### src/rtl/boot_remap_pkg.sv
package boot_remap_pkg;

  typedef enum logic [1:0] {
    IDX_STG_BASE  = 2'd0,
    IDX_STG_LEN   = 2'd1,
    IDX_LIVE_BASE = 2'd2,
    IDX_CTRL      = 2'd3
  } remap_idx_e;

  localparam int LOAD_BIT = 0;

endpackage

### src/rtl/boot_remap_stage.sv
module boot_remap_stage
  import boot_remap_pkg::*;
#(
  parameter int              ADDR_W    = 32,
  parameter int              LEN_W     = 8,
  parameter logic [ADDR_W-1:0] BOOT_BASE = 32'hFFFF_0000,
  parameter logic [LEN_W-1:0]  RESET_LEN = 8'd63
) (
  input  logic              clk,
  input  logic              rst_n,
  input  logic              wr_en_i,
  input  logic [1:0]        idx_i,
  input  logic [ADDR_W-1:0] wdata_i,
  output logic [ADDR_W-1:0] stg_base_o,
  output logic [LEN_W-1:0]  stg_len_o,
  output logic              load_o
);

  logic [ADDR_W-1:0] base_q, base_d;
  logic [LEN_W-1:0]  len_q,  len_d;
  logic              load_q, load_d;
  logic              base_en, len_en, load_set;

  always_comb begin
    base_en  = wr_en_i && (remap_idx_e'(idx_i) == IDX_STG_BASE);
    len_en   = wr_en_i && (remap_idx_e'(idx_i) == IDX_STG_LEN);
    load_set = wr_en_i && (remap_idx_e'(idx_i) == IDX_CTRL) && wdata_i[LOAD_BIT];
    base_d   = base_en ? wdata_i : base_q;
    len_d    = len_en ? wdata_i[LEN_W-1:0] : len_q;
    load_d   = load_set;
  end

  always_ff @(posedge clk or negedge rst_n) begin
    if (!rst_n) begin
      base_q <= BOOT_BASE;
      len_q  <= RESET_LEN;
      load_q <= 1'b0;
    end else begin
      base_q <= base_d;
      len_q  <= len_d;
      load_q <= load_d;
    end
  end

  assign stg_base_o = base_q;
  assign stg_len_o  = len_q;
  assign load_o     = load_q;

  AST_LOAD_SELF_CLEAR: assert property (@(posedge clk) disable iff (!rst_n)
    (load_q && !load_set) |=> !load_q);

  AST_STAGE_HOLD: assert property (@(posedge clk) disable iff (!rst_n)
    !wr_en_i |=> ($stable(base_q) && $stable(len_q)));

endmodule

### src/rtl/boot_remap_live.sv
module boot_remap_live #(
  parameter int                ADDR_W    = 32,
  parameter int                LEN_W     = 8,
  parameter logic [ADDR_W-1:0] BOOT_BASE = 32'hFFFF_0000,
  parameter logic [LEN_W-1:0]  RESET_LEN = 8'd63
) (
  input  logic              clk,
  input  logic              rst_n,
  input  logic              copy_i,
  input  logic [ADDR_W-1:0] stg_base_i,
  input  logic [LEN_W-1:0]  stg_len_i,
  output logic [ADDR_W-1:0] live_base_o,
  output logic [LEN_W-1:0]  live_len_o
);

  logic [ADDR_W-1:0] base_q, base_d;
  logic [LEN_W-1:0]  len_q,  len_d;

  always_comb begin
    base_d = copy_i ? stg_base_i : base_q;
    len_d  = copy_i ? stg_len_i  : len_q;
  end

  always_ff @(posedge clk or negedge rst_n) begin
    if (!rst_n) begin
      base_q <= BOOT_BASE;
      len_q  <= RESET_LEN;
    end else begin
      base_q <= base_d;
      len_q  <= len_d;
    end
  end

  assign live_base_o = base_q;
  assign live_len_o  = len_q;

  AST_LIVE_COPY: assert property (@(posedge clk) disable iff (!rst_n)
    copy_i |=> (base_q == $past(stg_base_i) && len_q == $past(stg_len_i)));

  AST_LIVE_HOLD: assert property (@(posedge clk) disable iff (!rst_n)
    !copy_i |=> ($stable(base_q) && $stable(len_q)));

endmodule

### src/rtl/boot_remap_xlat.sv
module boot_remap_xlat #(
  parameter int ADDR_W     = 32,
  parameter int LEN_W      = 8,
  parameter int UNIT_SHIFT = 9
) (
  input  logic [ADDR_W-1:0] addr_i,
  input  logic [ADDR_W-1:0] live_base_i,
  input  logic [LEN_W-1:0]  live_len_i,
  output logic [ADDR_W-1:0] addr_o
);

  localparam int SPAN_W = LEN_W + UNIT_SHIFT;

  logic upper_zero;
  logic in_span;
  logic hit;

  generate
    if (SPAN_W < ADDR_W) begin : g_upper
      assign upper_zero = (addr_i[ADDR_W-1:SPAN_W] == '0);
    end else begin : g_no_upper
      assign upper_zero = 1'b1;
    end
  endgenerate

  always_comb begin
    in_span = (addr_i[SPAN_W-1:UNIT_SHIFT] <= live_len_i);
    hit     = (live_len_i != '0) && upper_zero && in_span;
    addr_o  = hit ? (live_base_i + addr_i) : addr_i;
  end

  always_comb begin
    if (hit) begin
      AST_HIT_IN_WINDOW: assert ((addr_i >> SPAN_W) == '0);
    end
  end

endmodule

### src/rtl/boot_remap.sv
module boot_remap
  import boot_remap_pkg::*;
#(
  parameter int                ADDR_W     = 32,
  parameter int                LEN_W      = 8,
  parameter int                UNIT_SHIFT = 9,
  parameter logic [ADDR_W-1:0] BOOT_BASE  = 32'hFFFF_0000,
  parameter logic [LEN_W-1:0]  RESET_LEN  = 8'd63
) (
  input  logic              clk,
  input  logic              chip_rst_n,
  input  logic              core_rst_n,
  input  logic              reg_sel,
  input  logic              reg_wr,
  input  logic [1:0]        reg_idx,
  input  logic [ADDR_W-1:0] reg_wdata,
  output logic [ADDR_W-1:0] reg_rdata,
  input  logic [ADDR_W-1:0] cpu_addr,
  output logic [ADDR_W-1:0] mem_addr
);

  localparam int PAD_W = ADDR_W - LEN_W;

  logic              wr_en;
  logic              copy;
  logic              load_q;
  logic [ADDR_W-1:0] stg_base, live_base;
  logic [LEN_W-1:0]  stg_len,  live_len;

  assign wr_en = reg_sel && reg_wr;
  assign copy  = !core_rst_n || load_q;

  boot_remap_stage #(
    .ADDR_W(ADDR_W), .LEN_W(LEN_W), .BOOT_BASE(BOOT_BASE), .RESET_LEN(RESET_LEN)
  ) u_stage (
    .clk        (clk),
    .rst_n      (chip_rst_n),
    .wr_en_i    (wr_en),
    .idx_i      (reg_idx),
    .wdata_i    (reg_wdata),
    .stg_base_o (stg_base),
    .stg_len_o  (stg_len),
    .load_o     (load_q)
  );

  boot_remap_live #(
    .ADDR_W(ADDR_W), .LEN_W(LEN_W), .BOOT_BASE(BOOT_BASE), .RESET_LEN(RESET_LEN)
  ) u_live (
    .clk         (clk),
    .rst_n       (chip_rst_n),
    .copy_i      (copy),
    .stg_base_i  (stg_base),
    .stg_len_i   (stg_len),
    .live_base_o (live_base),
    .live_len_o  (live_len)
  );

  boot_remap_xlat #(
    .ADDR_W(ADDR_W), .LEN_W(LEN_W), .UNIT_SHIFT(UNIT_SHIFT)
  ) u_xlat (
    .addr_i      (cpu_addr),
    .live_base_i (live_base),
    .live_len_i  (live_len),
    .addr_o      (mem_addr)
  );

  always_comb begin
    unique case (remap_idx_e'(reg_idx))
      IDX_STG_BASE:  reg_rdata = stg_base;
      IDX_STG_LEN:   reg_rdata = {{PAD_W{1'b0}}, stg_len};
      IDX_LIVE_BASE: reg_rdata = live_base;
      default:       reg_rdata = {live_len, {(PAD_W-1){1'b0}}, load_q};
    endcase
  end

  AST_ZERO_LEN_PASS: assert property (@(posedge clk) disable iff (!chip_rst_n)
    (live_len == '0) |-> (mem_addr == cpu_addr));

  AST_CORE_RST_LOAD: assert property (@(posedge clk) disable iff (!chip_rst_n)
    !core_rst_n |=> (live_base == $past(stg_base)));

endmodule

### config.mk
export PLATFORM = sky130hd
export DESIGN_NAME = boot_remap
export DESIGN_NICKNAME = d
export VERILOG_FILES = /design/src/rtl/boot_remap_pkg.sv /design/src/rtl/boot_remap_stage.sv /design/src/rtl/boot_remap_live.sv /design/src/rtl/boot_remap_xlat.sv /design/src/rtl/boot_remap.sv
export SDC_FILE = /design/constraint.sdc
export NUM_CORES = 1
export LEC_CHECK = 0
export BUFFER_PORTS_ARGS = -buffer_cell sky130_fd_sc_hd__buf_4
export CAP_MARGIN = 10
export CORE_ASPECT_RATIO = 1.2
export CORE_MARGIN = 2
export CORE_UTILIZATION = 45
export DETAILED_ROUTE_END_ITERATION = 8
export GPL_TIMING_DRIVEN = 0
export MAX_ROUTING_LAYER = met4
export PLACE_DENSITY = 0.73
export SYNTH_ARGS = -nofsm -noshare
export SYNTH_HDL_FRONTEND = slang
export SYNTH_SLANG_ARGS = --single-unit
### constraint.sdc
create_clock -name clk -period 2.9 [get_ports clk]
set_input_delay 0 -clock clk [delete_from_list [all_inputs] [get_ports clk]]
set_output_delay 0 -clock clk [all_outputs]
set_load 0.02 [all_outputs]
* Yosys cells after proc, flatten, opt, wreduce, memory -nomap -nowiden *
Cells that the tools add are included.

operators by class
  add/subtract/negate cells = 1
  order comparisons = 1
  eq/ne operators = 3
  muxes and demuxes = 2
  reductions and logical operators = 12

operators with widths
  cell                number
  $pmux 32 s3         1
  $add 32x32->32      1
  $mux 32             1
  $logic_not 15->1    1
  $le 8x8->1          1
  $reduce_bool 8->1   1
  $logic_and 1x1->1   7
  $eq 2x2->1 const B  2
  $eq 2x1->1 const B  1
  $logic_not 2->1     1
  $logic_not 1->1     1
  $logic_or 1x1->1    1

word-level totals
  bits in registers = 81
  input bits = 71
  output and inout bits = 64
  word-level logic and storage cells = 24

* Depth between registers and ports, before layout *
Gate-level depths: netlist (run 1).

  depth in word-level cells = 4
  gate-level depth with buffers = 12
  depth with buffers taken out = 9

* Cells and area by module *
Synthesis (run 1) repeated with hierarchy kept, for this count alone.

second synthesis, totals
  cell total of the unflattened synthesis = 610
  area total of the unflattened synthesis = 6,119.6 um^2

by module, submodules not included
  module            times used  cells each  area an instance (um^2)  seq. area each (um^2)
  boot_remap_xlat   1           363         2,371.0                  0.0
  boot_remap_stage  1           87          1,572.8                  1,053.5
  boot_remap_live   1           84          1,524.0                  1,028.5
  boot_remap        1           76          651.9                    0.0

* Worst setup path after synthesis (run 1) *
Ideal clock, no wire load.

  kind = register to output
  start = register u_live.base_q[18] (netlist: u_live.live_base_o[18])
  end = output mem_addr[31]
  arrival time = 2.664 ns
  data required time = 2.900 ns
  slack = 0.236 ns
  stages on the path, launching flop included = 10
  buffers on the path = 1
  cell sequence = dfstp_2 ha_1 buf_2 a21o_1 a31o_2 a221oi_1 o221a_2 o21ai_0 o211a_1 or3_1

between the ends
  cells in the longest elaborated chain, start to end = 2

ends and longest elaborated chain
  element                   RTL line               source
  start: declaration        boot_remap_live.sv:16  logic [ADDR_W-1:0] base_q, base_d;
  start signal: assignment  boot_remap_live.sv:29  base_q <= base_d;
  $add 32x32->32            boot_remap_xlat.sv:29  addr_o = hit ? (live_base_i + addr_i) : addr_i;
  $mux 32                   boot_remap_xlat.sv:29
  end: declaration          boot_remap.sv:19       output logic [ADDR_W-1:0] mem_addr

Every way passes these cells.

* Worst setup path after layout (run 1) *
  start = register u_live.base_q[9] (netlist: u_live.live_base_o[9])
  end = output mem_addr[23]

Same word-level chain as after synthesis.

==> metrics.txt, run 1 <==
Multi-input gate area=4070 um^2; core box area=13,100 um^2; Max Slew Vio Count=0; # nets final=941; VDD IR max=570 uV; Critical Path AT=3.03 ns; # rows=46; top cells by count, synth=73 x mux2_2, 66 x nand2_1, 57 x o21ai_0; largest cells by area after synthesis=dfstp_2 19%, dfrtp_1 16%, mux2_2 14%, ha_1 8.2%, mux2i_1 5.2%; share of Yosys cell area claimed by the top area cell type=0.194; share of cells above drive strength 1=0.465; WL final=19,900 um; Post-Syn Area per Cell=9.59 um^2; placer's final routability congestion estimate=0.912; largest area contributor in the netlist=dfstp_2; Post-synth EDFFs=0; crit end category=output pin; DRT iter0 DRCs=367; H-tree depth=3; FF/Latch Area=2090 um^2; global-route wire length before repair=29,800 um; Reg clk slew, reported paths=0.06 ns; Distinct cells, synth=62; hold path depth=3; Async SR Flop Fraction=1.00; DR pass1 iterations=6; Clock Latency Late Sink=0.33 ns; Starting Density=0.455; area added between synthesis and finish=44.5%; Lkg Pwr=3.81 nW; Total Power=5.83 mW; syn_nets=731; RSZ-0062 raised after global routing=true; ys flop type=dfstp_2; mean number of vias per cell=5.78; status=finished, violations left; top-count cell post-synth=mux2_2; # diodes=0; Max Fclk=330 MHz; ANT nets after route=0; drc violations=0; vias in the first global route=5,835; Yosys reg bits=81; Worst Slack Setup Final=-0.128 ns; period utilization=1.04; Wirelength per Cell=19.8 um; worst slew pin tran=1.00 ns; largest net degree at the start of global routing=82; failing checks=setup timing; IO Port Bufs=132; root buffer cell=clkbuf_16; remaining global-route overflow=0; Final Skew=0.00777 ns; Horiz. Die Dim=109 um; Min Hold Slack=0.298 ns; die span in y=130 um; die area=14,200 um^2; Boundary Pins=135; minimum clock period after layout=3.03 ns; Seq/Total Area, Yosys=0.350; r2r worst-path depth=4; initial antenna violation count=0; CP Class=reg -> out; Max Root-Sink Buffers=2; Post-Syn Instances=620; setup TNS=-0.380 ns; CTS tree=done; Final Hold Fails=0; CTS Sinks=81; Fillers=1,024; PD cells=679 nW/um^2; HPWL after DPL=14,400 um; Vias=5,795; CTS buffer count=9; setup violators final=6; Hold Path Class=in -> out; CP startpoint kind=register; max_slew headroom=0.330; crit-path max FO=4; Yosys Warn Count=0; worst slack at placement=-0.162 ns; gr usage total=0.285; Worst Path Required=2.90 ns; max cap viols=0; Cell Area, Synth=5950 um^2
## where the power goes
group,switching [mW],internal (mW)
Sequential,0.306,1.51
Combinational,1.44,1.35
Clock,0.426,0.797
Total,2.17,3.66
## routing by layer
metal | part of all wire | GRT usage | wire [um] | vias to the layer above
li1 | - | - | - | 2692
met1 | 0.40 | 0.338 | 7980 | 2813
met2 | 0.52 | 0.484 | 10300 | 231
met3 | 0.046 | 0.0380 | 921 | 59
met4 | 0.037 | 0.121 | 734 | 0
met5 | 0 | - | 0 | -
## layout by cell type, fill, tap and decap left out, types with 15 or more instances in the layout
cell and count:
dfstp_2 44, a21oi_1 21, ha_1 22, nand4_1 15, mux2_2 72, dlygate4sd3_1 35
buf_4 167, dfrtp_1 33, o21ai_0 45, clkbuf_1 20, inv_1 15, nand2_1 66
mux2i_1 31, nor2_1 28, a21o_1 18
## metrics by stage
stage | cells | utilization | cell area [um^2]
finish | 1003 | 0.658 | 8590
global route | 1003 | 0.658 | 8590
CTS | 988 | 0.635 | 8290
detailed placement | 920 | 0.547 | 7150
global placement | 920 | 0.547 | 7150
floorplan | 620 | - | 5950
## layout make-up
type	instances	share of cell area
clock buffer	11	0.0294
buffer	27	0.0144
multi-input combinational	484	0.474
inverter	17	0.00743
sequential	81	0.243
tap	168	0.0245
clock inverter	5	0.00903
timing repair buffer	210	0.199
## critical path, stage by stage (launching register included)
cell and delay (ns):
dfrtp_2 0.44, ha_4 0.30, and3_4 0.20, nand3_4 0.10
a311oi_4 0.37, o2111ai_2 0.16, and2_4 0.22, o2111a_1 0.24
or4_4 0.53, buf_6 0.14
## sequential cells by signal (all words and copies together), names as in the netlist
register and flops:
u_live.live_base_o 32, u_stage.load_o 1, u_live.live_len_o 8, u_stage.stg_base_o 32
u_stage.stg_len_o 8
## cell families (layout without fill, tap and decap cells)
group	after synthesis	in the layout	share of synthesized area
multiplexers	105	105	0.194
AND/OR/NAND/NOR	168	168	0.140
adder cells (fa/ha/maj)	40	40	0.0854
flip-flops	81	81	0.350
XOR/XNOR	19	19	0.0280
AO/OA/AOI/OAI	152	152	0.163
buffers and inverters	55	270	0.0389
## timing repair
item	in CTS	in global routing
setup endpoints to repair	32	31
gates resized for setup	70	45
hold endpoints to repair	78	0
pin swaps	30	32
hold buffers	35	0
setup buffers	22	21
## final timing paths
check | startpoint | to | slack [ns]
setup / recovery | u_live.live_base_o[9] | mem_addr[23] | -0.13
hold / removal | cpu_addr[28] | mem_addr[28] | 0.30
setup reg to reg | u_stage.load_o | u_live.live_base_o[30] | 0.94
hold reg to reg | u_stage.stg_base_o[31] | u_live.live_base_o[31] | 0.50
max in group asynchronous | chip_rst_n | u_live.live_base_o[8] | 1.79
min in group asynchronous | chip_rst_n | u_live.live_len_o[7] | 0.40
(Power assumes the default switching activity.)
==> run 2, diff against run 1 <==
- CORE_ASPECT_RATIO: 1.2 -> 1.1
- clock period: 2.9 -> 2.8 ns (I/O delays scaled with it)
==> run 2 against run 1 <==
The flow still finishes with violations (setup timing). Worst setup slack got worse by 0.24 ns. Via count increased by 1.5%. Final cell count decreased by 0.40%. Largest power group unchanged. Cell area increased by 5.0%. Highest routed layer unchanged. Largest cell class unchanged. Utilization increased by 3.4 points. Clock-buffer cell count increased by 3. Non-clock buffer count increased by 3. Clock power increased by 5%. Power increased by 6.4%.
==> metrics.txt, run 2 (synthesis gave the netlist of run 1 again) <==
minimum clock period after layout=3.16 ns; Final Skew=0.00556 ns (-0.00221 ns); HPWL after DPL=14,600 um (+1.4%); gr usage total=0.295 (+0.0100); crit end category=output pin; root buffer cell=clkbuf_16; vias in the first global route=6,124 (+5.0%); most common cell after layout, fill and taps aside=buf_4; CTS Sinks=81 (unchanged); crit-path max FO=6 (+2); Horiz. Die Dim=114 um (+4.3%); die area=14,200 um^2 (about the same); worst slew pin tran=0.990 ns (-0.0147 ns); global-route met3 utilization=0.0307 (-0.00731); DR pass1 iterations=5 (-1); placer's final routability congestion estimate=0.905 (-0.84%); status=finished, violations left; met1 usage=0.359 (+0.0207); Fillers=954 (-6.8%); Critical Path AT=3.16 ns (+0.13 ns); Final Hold Fails=0 (unchanged); PD cells=688 nW/um^2 (+1.3%); Hold Path Class=in -> out; Clock Latency Late Sink=0.33 ns (about the same); Max Fclk=316 MHz; CTS tree=done; commonest non-fill, non-tap cells in the layout=144 x buf_4, 72 x mux2_2, 48 x nand2_1; area added between synthesis and finish=51.7%; max cap viols=0 (unchanged); IO Port Bufs=132 (unchanged); Starting Density=0.456 (+0.000611); Worst Path Required=2.80 ns (-0.10 ns); Reg clk slew, reported paths=0.06 ns (about the same); Boundary Pins=135 (unchanged); CP startpoint kind=register; H-tree depth=3 (unchanged); remaining global-route overflow=0 (unchanged); Max Slew Vio Count=0 (unchanged); placed cell areas=7140 um^2 (-0.12%); Worst Slack Setup Final=-0.363 ns (-0.235 ns); CTS buffer count=9 (unchanged); WL final=21,100 um (+5.9%); initial antenna violation count=0 (unchanged); CP Class=reg -> out; share of cells above drive strength 1=0.511 (+0.0461); # diodes=0 (unchanged); # rows=44 (-4.3%); Lkg Pwr=3.95 nW (+3.6%); global-route wire length before repair=31,600 um (+6.0%); period utilization=1.13; setup violators final=28 (+22); max_slew headroom=0.340 (+0.00982); Max Root-Sink Buffers=2 (unchanged); core box area=13,000 um^2 (-0.13%); ANT nets after route=0 (unchanged); # nets final=944 (+0.32%); final instance area=9020 um^2 (+5.0%); RSZ-0062 raised after global routing=true; mean number of vias per cell=5.89 (+1.9%); DRT iter0 DRCs=441 (+20%); largest net degree at the start of global routing=82 (unchanged); GR peak layer=met2; drc violations=0 (unchanged); VDD IR max=730 uV (+28%); Wirelength per Cell=21.1 um (+6.3%); Min Hold Slack=0.297 ns (-0.00174 ns); met2 global-route usage=0.493 (+0.00901); failing checks=setup timing; die span in y=125 um (-4.1%); Vias=5,884 (+1.5%)
-- run 2: layout make-up --
| cell class | count | area [um^2] | share of cell area |
|---|---|---|---|
| plain buffers | 27 | 166 | 0.0184 |
| clock buffers | 14 | 264 | 0.0293 |
| clock inverters | 2 | 60.1 | 0.00666 |
| inverters | 17 | 63.8 | 0.00707 |
| multi-input cells | 484 | 4300 | 0.476 |
| flip-flops and latches | 81 | 2090 | 0.231 |
| well taps | 161 | 201 | 0.0223 |
| repair buffers | 213 | 1880 | 0.209 |
-- run 2: path summary, 6_finish.rpt --
| check | start | end | depth (start not counted) | slack [ns] |
|---|---|---|---|---|
| worst max-delay path | u_live.live_base_o[9] | mem_addr[23] | 9 | -0.36 |
| worst min-delay path | cpu_addr[20] | mem_addr[20] | 3 | 0.30 |
| worst max register to register | u_stage.load_o | u_live.live_base_o[29] | 4 | 0.81 |
| worst min register to register | u_stage.stg_base_o[31] | u_live.live_base_o[31] | 2 | 0.50 |
| max in group asynchronous | chip_rst_n | u_live.live_base_o[7] | 2 | 1.71 |
| min in group asynchronous | chip_rst_n | u_stage.stg_base_o[15] | 2 | 0.39 |
-- run 2: metrics by stage --
step                 util  power (mW)  setup TNS [ns]  worst slack [ns]  std cells
floorplan               -        3.32               0             0.136        620
global placement    0.547        4.04           -2.21            -0.350        913
detailed placement  0.547        4.11           -2.43            -0.311        913
CTS                 0.647        5.86           -1.84            -0.305        991
global route        0.692        6.51           -4.93            -0.398        999
finish              0.692        6.21           -2.43            -0.363        999
-- run 2: repair_timing --
| action | 4_1_cts | 5_1_grt |
|---|---|---|
| setup buffers | 30 | 15 |
| pin swaps | 35 | 49 |
| gates resized for setup | 93 | 116 |
| endpoints found under the setup margin | 32 | 32 |
| hold buffers | 35 | 0 |
| gates cloned | 1 | 2 |
| endpoints found under the hold margin | 78 | 0 |
-- run 2: layer usage --
| layer | share of wire | vias to the layer above |
|---|---|---|
| li1 | - | 2700 |
| met2 | 0.51 | 198 |
| met4 | 0.036 | 0 |
| met3 | 0.040 | 56 |
| met5 | 0 | - |
| met1 | 0.41 | 2930 |
-- run 2: power breakdown --
group	total (mW)	internal, mW	switching, mW
combinational	3.04	1.44	1.60
clock	1.28	0.831	0.446
sequential	1.89	1.57	0.318
total	6.21	3.84	2.37
-- run 2: critical path, cell delays in order (launching register included) --
cell	delay, ns
dfrtp_2	0.45
ha_4	0.33
and3_4	0.21
nand3_4	0.11
a311oi_4	0.39
o2111ai_2	0.18
and2_4	0.23
o2111a_1	0.26
or4_4	0.53
buf_6	0.15
==> run 3, diff against run 2 <==
- ABC_AREA: unset -> 1
- CORE_UTILIZATION: 45 -> 50
- PLACE_DENSITY: 0.73 -> 0.79
- SYNTH_HIERARCHICAL: unset -> 1
==> run 3 against run 2 <==
The flow now finishes without violations. Wire length decreased by 3.7%. Worst setup slack improved by 0.47 ns. Final cell count increased by 44%. Clock power decreased by 8%. Register-to-register slack improved by 0.97 ns. Global-route usage decreased by 0.50 points. Critical endpoint is now mem_addr[28].
==> metrics.txt, run 3 <==
status=finished clean; die span in y=126 um (+1.4%); Worst Path Required=2.80 ns (about the same); Adder-Cell Fraction of Synth Area=0.0748 (-0.0106); Final Skew=0.00665 ns (+0.00109 ns); Cell Area, Synth=6790 um^2 (+14%); FF/Latch Area=2080 um^2 (-0.24%); # nets final=1,385 (+47%); Max Root-Sink Buffers=2 (unchanged); remaining global-route overflow=0 (unchanged); Lkg Pwr=5.02 nW (+27%); gr usage total=0.290 (-0.00503); H-tree depth=3 (unchanged); Post-synth EDFFs=0 (unchanged); area added between synthesis and finish=27.3%; die area=14,500 um^2 (+2.7%); worst slew pin tran=0.985 ns (-0.00511 ns); mean number of vias per cell=5.06 (-14%); Critical Path AT=2.69 ns (-0.47 ns); Worst Slack Setup Final=0.111 ns (+0.474 ns); Hold Path Class=in -> reg; delay-heaviest family, CP=simple AND/OR/NAND/NOR gates; max cap viols=0 (unchanged); Horiz. Die Dim=115 um (+1.3%); share of cells above drive strength 1=0.195 (-0.316); crit-path cells=ha_1, fa_1, nand3_1, nand3_1, nand3_1, nand3_1, nand2_1, nand3_1, nand3_1, nand2_1, buf_4; Most common cell on crit path=nand3_1; largest area contributor in the netlist=nand2_1; global-route wire length before repair=32,100 um (+1.5%); Yosys reg bits=81 (unchanged); Vias=7,287 (+24%); share of Yosys cell area claimed by the top area cell type=0.307 (+0.112); setup TNS=0 ns (+2.43 ns); VDD IR max=418 uV (-43%); PD cells=556 nW/um^2 (-19%); placer's final routability congestion estimate=0.921 (+1.8%); CP max stage cell=fa_1; largest net degree at the start of global routing=82 (unchanged); Final Hold Fails=0 (unchanged); CP bufs+invs=1 (unchanged); initial antenna violation count=0 (unchanged); DR pass1 iterations=6 (+1); post-layout util=0.654 (-0.0371); period utilization=0.960 (-0.169); root buffer cell=clkbuf_16; CTS buffer count=9 (unchanged); most common cell after layout, fill and taps aside=nand2_1; max_slew headroom=0.343 (+0.00341); CP startpoint kind=register; crit end category=output pin; setup violators final=0 (-100%); minimum clock period after layout=2.69 ns (-0.474 ns); CTS Sinks=81 (unchanged); Fillers=1,232 (+29%); Distinct cells, synth=33 (-47%); Multi-input gate area=3890 um^2 (-9.5%); DRT iter0 DRCs=470 (+6.6%); HPWL after DPL=16,000 um (+10%); top-count cell post-synth=nand2_1; Max Slew Vio Count=0 (unchanged); post-route insts no fill=1,440 (+44%); RSZ-0062 raised after global routing=false; Crit path largest cell delay=0.47 ns (-0.06 ns); Boundary Pins=135 (unchanged); combinational family with the most area after synthesis=simple AND/OR/NAND/NOR gates; IO Port Bufs=134 (+1.5%); Post-Synth XOR/XNOR Area=0.0193 (-0.00865); core box area=13,200 um^2 (+1.3%); drc violations=0 (unchanged); # rows=44 (unchanged); CTS tree=done; largest cells by area after synthesis=nand2_1 31%, dfstp_2 17%, dfrtp_1 14%, inv_1 7.6%, ha_1 7.2%; ANT nets after route=0 (unchanged); Post-Syn Area per Cell=6.20 um^2 (-35%); Post-Syn Instances=1,095 (+77%); commonest non-fill, non-tap cells in the layout=555 x nand2_1, 138 x buf_4, 138 x inv_1; Seq/Total Area, Yosys=0.306 (-0.0436); crit-path max FO=4 (-2); Yosys Warn Count=6 (+6); Async SR Flop Fraction=1.00 (unchanged); ys flop type=dfstp_2; Starting Density=0.514 (+0.0584); # diodes=0 (unchanged); cell count after placement=1,390 (+52%); vias in the first global route=6,656 (+8.7%); CP Class=reg -> out; Wirelength per Cell=14.1 um (-33%); Reg clk slew, reported paths=0.06 ns (about the same); Simple-Gate Fraction of Synth Area=0.442 (+0.302); Compound-Gate Fraction of Synth Area=0.0363 (-0.127); worst slack at placement=0.534 ns (+0.844 ns); top cells by count, synth=555 x nand2_1, 138 x inv_1, 97 x nand3_1; postcts setup bufs=0 (-100%); syn_nets=1,206 (+65%); multiplexer share of the synthesized area=0 (-0.194); Clock Latency Late Sink=0.34 ns (about the same); WL final=20,300 um (-3.7%); Max Fclk=372 MHz (+18%)
## run 3: changes by cell type in the layout (fill, tap and decap cells not counted), moves of 11 or more
| cell | change |
|---|---|
| mux2i_1 | -31 |
| o21ai_2 | -11 |
| a21o_1 | -17 |
| nand3_1 | +92 |
| buf_6 | -20 |
| ha_4 | -12 |
| buf_2 | +12 |
| nor2_1 | +15 |
| o21ai_0 | -29 |
| inv_1 | +123 |
| mux2_2 | -72 |
| ha_1 | +16 |
| nand2_1 | +507 |
| clkbuf_1 | -21 |
## run 3: repair_timing
| item | 4_1_cts | 5_1_grt |
|---|---|---|
| hold endpoints to repair | 78 | 0 |
| gates resized for setup | 0 | 0 |
| hold buffers | 34 | 0 |
## run 3: layout make-up
class                   count  share of cell area
multi-input cells         838               0.450
clock buffers              10              0.0276
inverters                 144              0.0634
well taps                 161              0.0233
flip-flops and latches     81               0.241
clock inverters             6             0.00767
repair buffers            168               0.156
plain buffers              32              0.0317
## run 3: worst min-delay path, stage by stage
cell,delay (ns)
buf_4,0.15
nor2_4,0.07
nand3_1,0.07
nand2_1,0.06
## run 3: where the power goes
part           leakage, nW  switching, mW  total [mW]  internal, mW
clock                0.141          0.468        1.18         0.716
sequential           0.931          0.245        1.73          1.48
combinational         3.95           1.15        1.90         0.754
## run 3: path summary, 6_finish.rpt
check / startpoint / to / slack, ns / depth (start not counted)
hold reg to reg: u_stage/stg_base_o[27] / u_stage/stg_base_o[27] / 0.47 / 2
setup / recovery: u_live/live_base_o[0] / mem_addr[28] / 0.11 / 11
max in group asynchronous: chip_rst_n / u_stage/stg_base_o[11] / 1.80 / 2
hold / removal: reg_idx[0] / u_stage/stg_base_o[31] / 0.04 / 4
setup reg to reg: u_stage/load_o / u_live/live_base_o[12] / 1.78 / 6
min in group asynchronous: chip_rst_n / u_stage/stg_base_o[3] / 0.36 / 2
## run 3: through the flow
stage | area (um^2) | hold slack (ns) | total power, mW
floorplan | 6790 | -0.296 | 2.94
global placement | 8000 | 0.222 | 3.54
detailed placement | 8000 | 0.212 | 3.58
CTS | 8650 | 0.0303 | 4.80
global route | 8650 | 0.0580 | 5.13
finish | 8650 | 0.0377 | 4.81
## run 3: kinds of logic after synthesis
kind of cell,Yosys count
flops,81
simple gates,737
fa+ha+maj,40
xor+xnor,15
compound gates,46
buf+inv,176
## run 3: routing by layer
metal | track usage | vias up | share of wire
met2 | 0.483 | 215 | 0.49
li1 | - | 3735 | -
met5 | - | - | 0
met4 | 0.120 | 0 | 0.034
met1 | 0.365 | 3291 | 0.43
met3 | 0.0207 | 46 | 0.042
